$ cat src/rtl/qspi_pio_pkg.sv
package qspi_pio_pkg;

   // register word addresses
   localparam logic [2:0] A_CTRL   = 3'd0;
   localparam logic [2:0] A_START  = 3'd1;
   localparam logic [2:0] A_XSTAT  = 3'd2;
   localparam logic [2:0] A_ISTAT  = 3'd3;
   localparam logic [2:0] A_IEN    = 3'd4;
   localparam logic [2:0] A_PUSH1  = 3'd5;
   localparam logic [2:0] A_PUSH4  = 3'd6;

   // status bit positions
   localparam int IB_EMPTY = 0;
   localparam int IB_FULL  = 1;
   localparam int IB_OVR   = 2;
   localparam int IB_DONE  = 3;
   localparam int IRQ_BITS = 4;

   typedef enum logic [1:0] {LW1 = 2'd0, LW2 = 2'd1, LW4 = 2'd2} lane_w_e;
   typedef enum logic [1:0] {S_IDLE = 2'd0, S_LOAD = 2'd1, S_SHIFT = 2'd2} xfer_st_e;

   function automatic lane_w_e code_to_width(input logic [2:0] code);
      case (code)
         3'd2:    return LW2;
         3'd3:    return LW4;
         default: return LW1;
      endcase
   endfunction

endpackage

$ cat src/rtl/qspi_wfifo.sv
module qspi_wfifo #(
   parameter int DEPTH = 16,
   localparam int AW = $clog2(DEPTH)
) (
   input  logic          clk,
   input  logic          rst_n,
   input  logic          push,
   input  logic          push_word,
   input  logic [31:0]   wdata,
   input  logic          pop,
   output logic [7:0]    rdata,
   output logic [AW:0]   level,
   output logic          rejected
);

   generate
      if (DEPTH < 4 || (DEPTH & (DEPTH - 1)) != 0) begin : g_bad_depth
         $error("qspi_wfifo: DEPTH must be a power of two of at least 4");
      end
   endgenerate

   logic [7:0]    mem [DEPTH];
   logic [AW-1:0] wptr, rptr;
   logic [AW:0]   room, need;
   logic          accept;

   assign room     = (AW+1)'(DEPTH) - level;
   assign need     = push_word ? (AW+1)'(4) : (AW+1)'(1);
   assign accept   = push && (room >= need);
   assign rejected = push && !accept;
   assign rdata    = mem[rptr];

   always_ff @(posedge clk) begin
      if (accept) begin
         for (int i = 0; i < 4; i++) begin
            if ((AW+1)'(i) < need) mem[wptr + AW'(i)] <= wdata[8*i +: 8];
         end
      end
   end

   always_ff @(posedge clk or negedge rst_n) begin
      if (!rst_n) begin
         wptr  <= '0;
         rptr  <= '0;
         level <= '0;
      end else begin
         if (accept) wptr <= wptr + need[AW-1:0];
         if (pop)    rptr <= rptr + AW'(1);
         level <= level + (accept ? need : '0) - (pop ? (AW+1)'(1) : '0);
      end
   end


   level_bound_chk: assert property (@(posedge clk) disable iff (!rst_n)
      level <= (AW+1)'(DEPTH));


   reject_keeps_level_chk: assert property (@(posedge clk) disable iff (!rst_n)
      (rejected && !pop) |=> level == $past(level));

endmodule

$ cat src/rtl/qspi_lane_shifter.sv
module qspi_lane_shifter
   import qspi_pio_pkg::*;
#(
   parameter int CNT_W    = 16,
   parameter int SCLK_DIV = 4
) (
   input  logic             clk,
   input  logic             rst_n,
   input  logic             start,
   input  logic [CNT_W-1:0] count,
   input  logic             cfg_write,
   input  logic [2:0]       cfg_lanes,
   input  logic             cfg_hold,
   input  logic             cfg_csel,
   input  logic             fifo_empty,
   input  logic [7:0]       fifo_data,
   output logic             fifo_pop,
   input  logic [3:0]       dq_in,
   output logic [3:0]       dq_out,
   output logic [3:0]       dq_oe,
   output logic             sclk,
   output logic [1:0]       cs_n,
   output logic             rx_valid,
   output logic [7:0]       rx_data,
   output logic             busy,
   output logic             done
);

   localparam int HALF = SCLK_DIV / 2;
   localparam int PW   = $clog2(SCLK_DIV);
   localparam logic [PW-1:0] PH_RISE = PW'(HALF - 1);
   localparam logic [PW-1:0] PH_LAST = PW'(SCLK_DIV - 1);

   generate
      if (SCLK_DIV < 4 || (SCLK_DIV % 2) != 0) begin : g_bad_div
         $error("qspi_lane_shifter: SCLK_DIV must be even and at least 4");
      end
   endgenerate

   xfer_st_e         st;
   lane_w_e          width_q;
   logic [CNT_W-1:0] remain;
   logic             wr_q, hold_q, csel_q, cs_act;
   logic [PW-1:0]    phase;
   logic [2:0]       beat, last_beat;
   logic [7:0]       tx_sh, tx_next, rx_sh, rx_next;
   logic [3:0]       lane_mask;

   always_comb begin
      case (width_q)
         LW2:     begin last_beat = 3'd3; tx_next = {tx_sh[5:0], 2'b00};
                        rx_next = {rx_sh[5:0], dq_in[1:0]}; lane_mask = 4'b0011;
                        dq_out = {2'b00, tx_sh[7:6]}; end
         LW4:     begin last_beat = 3'd1; tx_next = {tx_sh[3:0], 4'b0000};
                        rx_next = {rx_sh[3:0], dq_in}; lane_mask = 4'b1111;
                        dq_out = tx_sh[7:4]; end
         default: begin last_beat = 3'd7; tx_next = {tx_sh[6:0], 1'b0};
                        rx_next = {rx_sh[6:0], dq_in[1]}; lane_mask = 4'b0001;
                        dq_out = {3'b000, tx_sh[7]}; end
      endcase
   end

   assign busy     = (st != S_IDLE);
   assign fifo_pop = (st == S_LOAD) && wr_q && !fifo_empty;
   assign sclk     = (st == S_SHIFT) && (phase > PH_RISE);
   assign dq_oe    = (busy && wr_q) ? lane_mask : 4'b0000;
   assign cs_n     = cs_act ? ~(2'b01 << csel_q) : 2'b11;

   always_ff @(posedge clk or negedge rst_n) begin
      if (!rst_n) begin
         st       <= S_IDLE;
         width_q  <= LW1;
         remain   <= '0;
         wr_q     <= 1'b0;
         hold_q   <= 1'b0;
         csel_q   <= 1'b0;
         cs_act   <= 1'b0;
         phase    <= '0;
         beat     <= '0;
         tx_sh    <= '0;
         rx_sh    <= '0;
         rx_valid <= 1'b0;
         rx_data  <= '0;
         done     <= 1'b0;
      end else begin
         rx_valid <= 1'b0;
         done     <= 1'b0;
         case (st)
            S_IDLE: begin
               if (start) begin
                  if (count == '0) begin
                     done <= 1'b1;
                     if (!cfg_hold) cs_act <= 1'b0;
                  end else begin
                     remain  <= count;
                     wr_q    <= cfg_write;
                     width_q <= code_to_width(cfg_lanes);
                     hold_q  <= cfg_hold;
                     if (!cs_act) csel_q <= cfg_csel;
                     cs_act  <= 1'b1;
                     st      <= S_LOAD;
                  end
               end
            end
            S_LOAD: begin
               if (!wr_q || !fifo_empty) begin
                  tx_sh <= wr_q ? fifo_data : 8'h00;
                  phase <= '0;
                  beat  <= '0;
                  st    <= S_SHIFT;
               end
            end
            S_SHIFT: begin
               if (phase == PH_RISE) rx_sh <= rx_next;
               if (phase == PH_LAST) begin
                  phase <= '0;
                  if (beat == last_beat) begin
                     if (!wr_q) begin
                        rx_valid <= 1'b1;
                        rx_data  <= rx_sh;
                     end
                     remain <= remain - CNT_W'(1);
                     if (remain == CNT_W'(1)) begin
                        st   <= S_IDLE;
                        done <= 1'b1;
                        if (!hold_q) cs_act <= 1'b0;
                     end else begin
                        st <= S_LOAD;
                     end
                  end else begin
                     beat  <= beat + 3'd1;
                     tx_sh <= tx_next;
                  end
               end else begin
                  phase <= phase + PW'(1);
               end
            end
            default: st <= S_IDLE;
         endcase
      end
   end


   sclk_idle_low_chk: assert property (@(posedge clk) disable iff (!rst_n)
      (cs_n == 2'b11) |-> !sclk);


   sclk_low_phase_chk: assert property (@(posedge clk) disable iff (!rst_n)
      $fell(sclk) |=> !sclk);


   one_select_chk: assert property (@(posedge clk) disable iff (!rst_n)
      $onehot0(~cs_n));


   read_undriven_chk: assert property (@(posedge clk) disable iff (!rst_n)
      rx_valid |-> (dq_oe == 4'b0000));


   done_then_idle_chk: assert property (@(posedge clk) disable iff (!rst_n)
      done |-> !busy);

endmodule

$ cat src/rtl/qspi_irq_ctrl.sv
module qspi_irq_ctrl #(
   parameter int NB = 4
) (
   input  logic          clk,
   input  logic          rst_n,
   input  logic          clr_we,
   input  logic [NB-1:0] clr_mask,
   input  logic          en_we,
   input  logic [NB-1:0] en_val,
   input  logic [NB-1:0] set,
   output logic [NB-1:0] stat,
   output logic [NB-1:0] en,
   output logic          irq
);

   assign irq = |(stat & en);

   always_ff @(posedge clk or negedge rst_n) begin
      if (!rst_n)     en <= '0;
      else if (en_we) en <= en_val;
   end

   for (genvar b = 0; b < NB; b++) begin : g_bit
      always_ff @(posedge clk or negedge rst_n) begin
         if (!rst_n)                    stat[b] <= 1'b0;
         else if (set[b])               stat[b] <= 1'b1;
         else if (clr_we && clr_mask[b]) stat[b] <= 1'b0;
      end


      set_wins_chk: assert property (@(posedge clk) disable iff (!rst_n)
         set[b] |=> stat[b]);
   end


   irq_masked_chk: assert property (@(posedge clk) disable iff (!rst_n)
      (en == '0) |-> !irq);

endmodule

$ cat src/rtl/qspi_pio_engine.sv
module qspi_pio_engine
   import qspi_pio_pkg::*;
#(
   parameter int FIFO_DEPTH = 16,
   parameter int CNT_W      = 16,
   parameter int SCLK_DIV   = 4,
   localparam int LVL_W     = $clog2(FIFO_DEPTH) + 1
) (
   input  logic        clk,
   input  logic        rst_n,
   input  logic        reg_we,
   input  logic [2:0]  reg_addr,
   input  logic [31:0] reg_wdata,
   output logic [31:0] reg_rdata,
   output logic        sclk,
   output logic [1:0]  cs_n,
   output logic [3:0]  dq_out,
   output logic [3:0]  dq_oe,
   input  logic [3:0]  dq_in,
   output logic        rx_valid,
   output logic [7:0]  rx_data,
   output logic        irq
);

   generate
      if (CNT_W > 16 || FIFO_DEPTH > 32768) begin : g_bad_width
         $error("qspi_pio_engine: count or depth exceeds the 16-bit register fields");
      end
   endgenerate

   logic [5:0]          ctrl_q;
   logic                start, push, push_word, rejected;
   logic                fifo_pop, fifo_empty, busy, done;
   logic [7:0]          fifo_data;
   logic [LVL_W-1:0]    level;
   logic [15:0]         free_bytes;
   logic [IRQ_BITS-1:0] ist, ien, iset;

   always_ff @(posedge clk or negedge rst_n) begin
      if (!rst_n)                                ctrl_q <= '0;
      else if (reg_we && reg_addr == A_CTRL)     ctrl_q <= reg_wdata[5:0];
   end

   assign start      = reg_we && (reg_addr == A_START);
   assign push       = reg_we && (reg_addr == A_PUSH1 || reg_addr == A_PUSH4);
   assign push_word  = (reg_addr == A_PUSH4);
   assign fifo_empty = (level == '0);
   assign free_bytes = 16'(FIFO_DEPTH) - 16'(level);

   always_comb begin
      iset           = '0;
      iset[IB_EMPTY] = fifo_empty;
      iset[IB_FULL]  = (level == LVL_W'(FIFO_DEPTH));
      iset[IB_OVR]   = rejected;
      iset[IB_DONE]  = done;
   end

   always_comb begin
      case (reg_addr)
         A_CTRL:  reg_rdata = {26'b0, ctrl_q};
         A_XSTAT: reg_rdata = {free_bytes, 15'b0, busy};
         A_ISTAT: reg_rdata = {{(32-IRQ_BITS){1'b0}}, ist};
         A_IEN:   reg_rdata = {{(32-IRQ_BITS){1'b0}}, ien};
         default: reg_rdata = 32'h0;
      endcase
   end

   qspi_wfifo #(.DEPTH(FIFO_DEPTH)) u_fifo (
      .clk       (clk),
      .rst_n     (rst_n),
      .push      (push),
      .push_word (push_word),
      .wdata     (reg_wdata),
      .pop       (fifo_pop),
      .rdata     (fifo_data),
      .level     (level),
      .rejected  (rejected)
   );

   qspi_lane_shifter #(.CNT_W(CNT_W), .SCLK_DIV(SCLK_DIV)) u_shift (
      .clk        (clk),
      .rst_n      (rst_n),
      .start      (start),
      .count      (reg_wdata[CNT_W-1:0]),
      .cfg_write  (ctrl_q[0]),
      .cfg_lanes  (ctrl_q[3:1]),
      .cfg_hold   (ctrl_q[4]),
      .cfg_csel   (ctrl_q[5]),
      .fifo_empty (fifo_empty),
      .fifo_data  (fifo_data),
      .fifo_pop   (fifo_pop),
      .dq_in      (dq_in),
      .dq_out     (dq_out),
      .dq_oe      (dq_oe),
      .sclk       (sclk),
      .cs_n       (cs_n),
      .rx_valid   (rx_valid),
      .rx_data    (rx_data),
      .busy       (busy),
      .done       (done)
   );

   qspi_irq_ctrl #(.NB(IRQ_BITS)) u_irq (
      .clk      (clk),
      .rst_n    (rst_n),
      .clr_we   (reg_we && reg_addr == A_ISTAT),
      .clr_mask (reg_wdata[IRQ_BITS-1:0]),
      .en_we    (reg_we && reg_addr == A_IEN),
      .en_val   (reg_wdata[IRQ_BITS-1:0]),
      .set      (iset),
      .stat     (ist),
      .en       (ien),
      .irq      (irq)
   );


   start_ignored_busy_chk: assert property (@(posedge clk) disable iff (!rst_n)
      (start && busy) |=> !done);


   overrun_flag_chk: assert property (@(posedge clk) disable iff (!rst_n)
      rejected |=> ist[IB_OVR]);

endmodule

$ cat config.mk
export PLATFORM = sky130hd
export DESIGN_NAME = qspi_pio_engine
export DESIGN_NICKNAME = d
export VERILOG_FILES = /design/src/rtl/qspi_pio_pkg.sv /design/src/rtl/qspi_wfifo.sv /design/src/rtl/qspi_lane_shifter.sv /design/src/rtl/qspi_irq_ctrl.sv /design/src/rtl/qspi_pio_engine.sv
export SDC_FILE = /design/constraint.sdc
export NUM_CORES = 1
export LEC_CHECK = 0
export CELL_PAD_IN_SITES_DETAIL_PLACEMENT = 1
export CELL_PAD_IN_SITES_GLOBAL_PLACEMENT = 2
export CORE_ASPECT_RATIO = 1.4
export CORE_UTILIZATION = 42
export DETAILED_ROUTE_END_ITERATION = 7
export GPL_TIMING_DRIVEN = 0
export PLACE_DENSITY_LB_ADDON = 0.1
export SETUP_SLACK_MARGIN = 0.2
export SLEW_MARGIN = 20
export SYNTH_ARGS = -nofsm -noshare
export SYNTH_HDL_FRONTEND = slang
export SYNTH_SLANG_ARGS = --single-unit
$ cat constraint.sdc
create_clock -name clk -period 5.3 [get_ports clk]
set_input_delay 1.06 -clock clk [delete_from_list [all_inputs] [get_ports clk]]
set_output_delay 1.06 -clock clk [all_outputs]
set_load 0.05 [all_outputs]
==> results by group <==
GRT
  – Total GRT Usage: 0.3855
  – Largest net degree at the start of global routing: 69
  – First-pass GRT wire length: 101.3 mm
  – Initial antenna violation count: 2
  – GR Overflow Total: 0
  – Vias in the first global route: 14770

Placement
  – Buffers on Ports: 74
  – Area after DPL: 0.01632 mm2
  – Placed cells: 2080
  – RePlAce Congestion: 1.000
  – HPWL after DPL: 52.20 mm
  – Dpl ws: -442.0 ps

Setup path
  – Worst-path fanout max: 11
  – R2R depth: 10
  – CP Launch Type: input port
  – WP data required: 4240 ps
  – Critical Path End Type: primary output
  – Critical Path AT: 3890 ps
  – Critical Setup Path Class: input port to primary output

CTS
  – Clk slew on worst S/H paths: 60 ps
  – CTS tree: yes
  – TritonCTS Sinks: 210
  – Root buf cell: clkbuf_16
  – Clock tree buffer depth: 3
  – # Post-CTS Setup Buffers: 0
  – H-Tree Depth: 1
  – Clock latency on the worst-skew pair: 570 ps
  – CTS buffer count: 26

Timing
  – Final Max Tran Viols: 0
  – Final Hold Slack: 324.1 ps
  – Fin crit period: 4947 ps
  – Slew @ Worst Pin: 1207 ps
  – Clk_skew: 35.80 ps
  – Rel. slew slack: 0.1842
  – Unrepaired setup endpoints after global routing: false
  – Post-route setup slack: 353.3 ps
  – Setup-failing EPs final: 0
  – Fmax: 202.2 MHz
  – Final Hold Fails: 0
  – Final Cycle Share: 0.9333

Final layout
  – Commonest non-fill, non-tap cells in the layout: edfxtp_1, nor2_1, nand2_1
  – Layout Cells excl Fill: 2128
  – Fin nets: 1720
  – Post-route cell area: 0.01726 mm2
  – Leading cell type in the layout, fill and taps excluded: edfxtp_1
  – Area occupied by multi-input gates: 0.008092 mm2
  – Area delta synth->final: 15.68%
  – Fill cell total of the finished layout: 3993
  – FF+latch area: 0.005896 mm2
  – Layout cells sized above 1: 0.1352
  – Diodes inserted: 0

Power and ir drop
  – Total power: 8.323 mW
  – Sw power: 3.794 mW
  – VDD IR max: 321.4 uV
  – Switching share of power: 0.4558
  – Static Leakage: 6.234 nW
  – Clock share of power: 0.227
  – PwrDens: 482.4 mW/mm2
  – Internal: 4.529 mW
  – Flop pwr share: 0.292
  – Logic pwr share: 0.481

Floorplan
  – Die Span X: 161.3 um
  – Initial core utilization: 0.4266
  – IO Pins: 95
  – Core area: 0.03496 mm2
  – Row count: 81
  – Die Height: 225.0 um
  – Die Area: 0.03628 mm2

Drt
  – Via count: 14420
  – Antenna Nets Post-Route: 0
  – Total iterations of the first detailed-routing run: 6
  – Via density: 6.776
  – DR WL/cell: 32.48 um
  – Post-Route WL: 69.11 mm
  – DRT iter0 DRCs: 1600
  – Drc violations: 0

Run status
  – Status: completed

Logic synthesis
  – Post-synth cell types: 81
  – FF+latch count, synth: 210
  – Synth Area per Inst: 9.693 um2
  – Post-synthesis sequential area ratio: 0.3952
  – Mapped Area: 0.01492 mm2
  – Ys flop type: edfxtp_1
  – Synth async-reset ratio: 0.3905
  – EDFF count, synth: 128
  – Cells after synthesis: 1539
  – Synth Warn #: 0

Job
  – Max cap viols: 0

Min path
  – Worst min path class: input port to async pin
-- logic make-up after synthesis --
kind of cell | Yosys count | share of synthesized area
AO/OA/AOI/OAI | 489 | 0.2248
AND/OR/NAND/NOR | 432 | 0.1558
buffers and inverters | 226 | 0.06752
flip-flops | 210 | 0.3952
multiplexers | 138 | 0.1241
adder cells (fa/ha/maj) | 26 | 0.02231
XOR/XNOR | 17 | 0.009981
other | 1 | 0.0002514
-- power by group through the flow --
| stage | clock, mW | sequential (mW) | combinational, mW |
|---|---|---|---|
| after floorplan | 0 | 2.42 | 2.57 |
| after global placement | 0 | 2.44 | 3.83 |
| after detailed placement | 0 | 2.45 | 3.92 |
| after CTS | 1.90 | 2.42 | 3.95 |
| after global routing | 1.96 | 2.47 | 4.26 |
| final | 1.89 | 2.43 | 4.01 |
-- registers in the layout, summed over array words and instances, names as in the netlist, 5 cells and up --
register	cells
ctrl_q	6
u_fifo.level	5
u_fifo.mem	128
u_shift.remain	16
u_shift.tx_sh	8
u_shift.rx_sh	8
u_shift.rx_data	8
-- stage by stage --
stage          setup TNS [ps]    util
6_report                    0  0.4935
5_1_grt                     0  0.4935
4_1_cts                     0  0.4926
3_5_place_dp           -15890  0.4668
3_3_place_gp           -29180  0.4651
2_1_floorplan               0       -
-- worst paths after layout --
path	from	to	slack, ps
worst max-delay path	reg_addr[2]	reg_rdata[21]	350
worst min-delay path	rst_n	u_irq.en[1]	320
worst max register to register	u_fifo.wptr[1]	u_fifo.mem[13][5]	1090
worst min register to register	u_shift.done	u_irq.stat[3]	440
max in group asynchronous	rst_n	u_shift.rx_sh[3]	4310
min in group clk	u_shift.done	u_irq.stat[3]	440
-- worst max-delay path, cell delays in order --
cell             delay, ps
clkdlybuf4s50_1        520
clkbuf_1               330
or3b_2                 640
a211oi_4               450
clkdlybuf4s50_1        890
-- cell type report --
cell class	instances	area share
buffer	172	0.04677
clock buffer	30	0.03981
clock inverter	18	0.01131
inverter	54	0.01175
multi-input combinational	1112	0.4689
sequential	210	0.3417
tap	456	0.03307
timing repair buffer	76	0.04670
-- Yosys cell counts (all sizes together) (15+ instances only) --
master | count | area, um2
ha | 25 | 312.8
a31oi | 43 | 269.0
nor2b | 15 | 93.84
mux4 | 34 | 765.7
nand3 | 34 | 170.2
dfrtp | 82 | 2052
buf | 73 | 429.2
nor4 | 20 | 219.0
nor3 | 36 | 262.8
a22oi | 31 | 232.7
nor2 | 117 | 439.2
a21oi | 94 | 470.5
o31ai | 38 | 285.3
o2bb2ai | 19 | 166.4
or3 | 17 | 106.4
mux2i | 68 | 680.7
inv | 54 | 202.7
nand2 | 109 | 411.7
and2 | 19 | 118.9
a211oi | 61 | 457.9
edfxtp | 128 | 3844
clkbuf | 99 | 375.4
a221oi | 18 | 157.7
o21ai | 59 | 295.3
o22ai | 50 | 312.8
mux2 | 36 | 405.4
-- per-layer routing --
metal | share of wire | global-route usage
met1 | 0.36 | 0.4422
met2 | 0.46 | 0.6290
met3 | 0.085 | 0.07435
met4 | 0.093 | 0.3065
met5 | 0.00023 | 0
-- what timing repair did --
action	CTS	global route
hold buffers	0	0
resized for setup	3	13
pin swaps	0	0
endpoints found under the hold margin	0	0
setup endpoints to repair	19	15
Note: power is estimated with default switching activity, not from simulation.
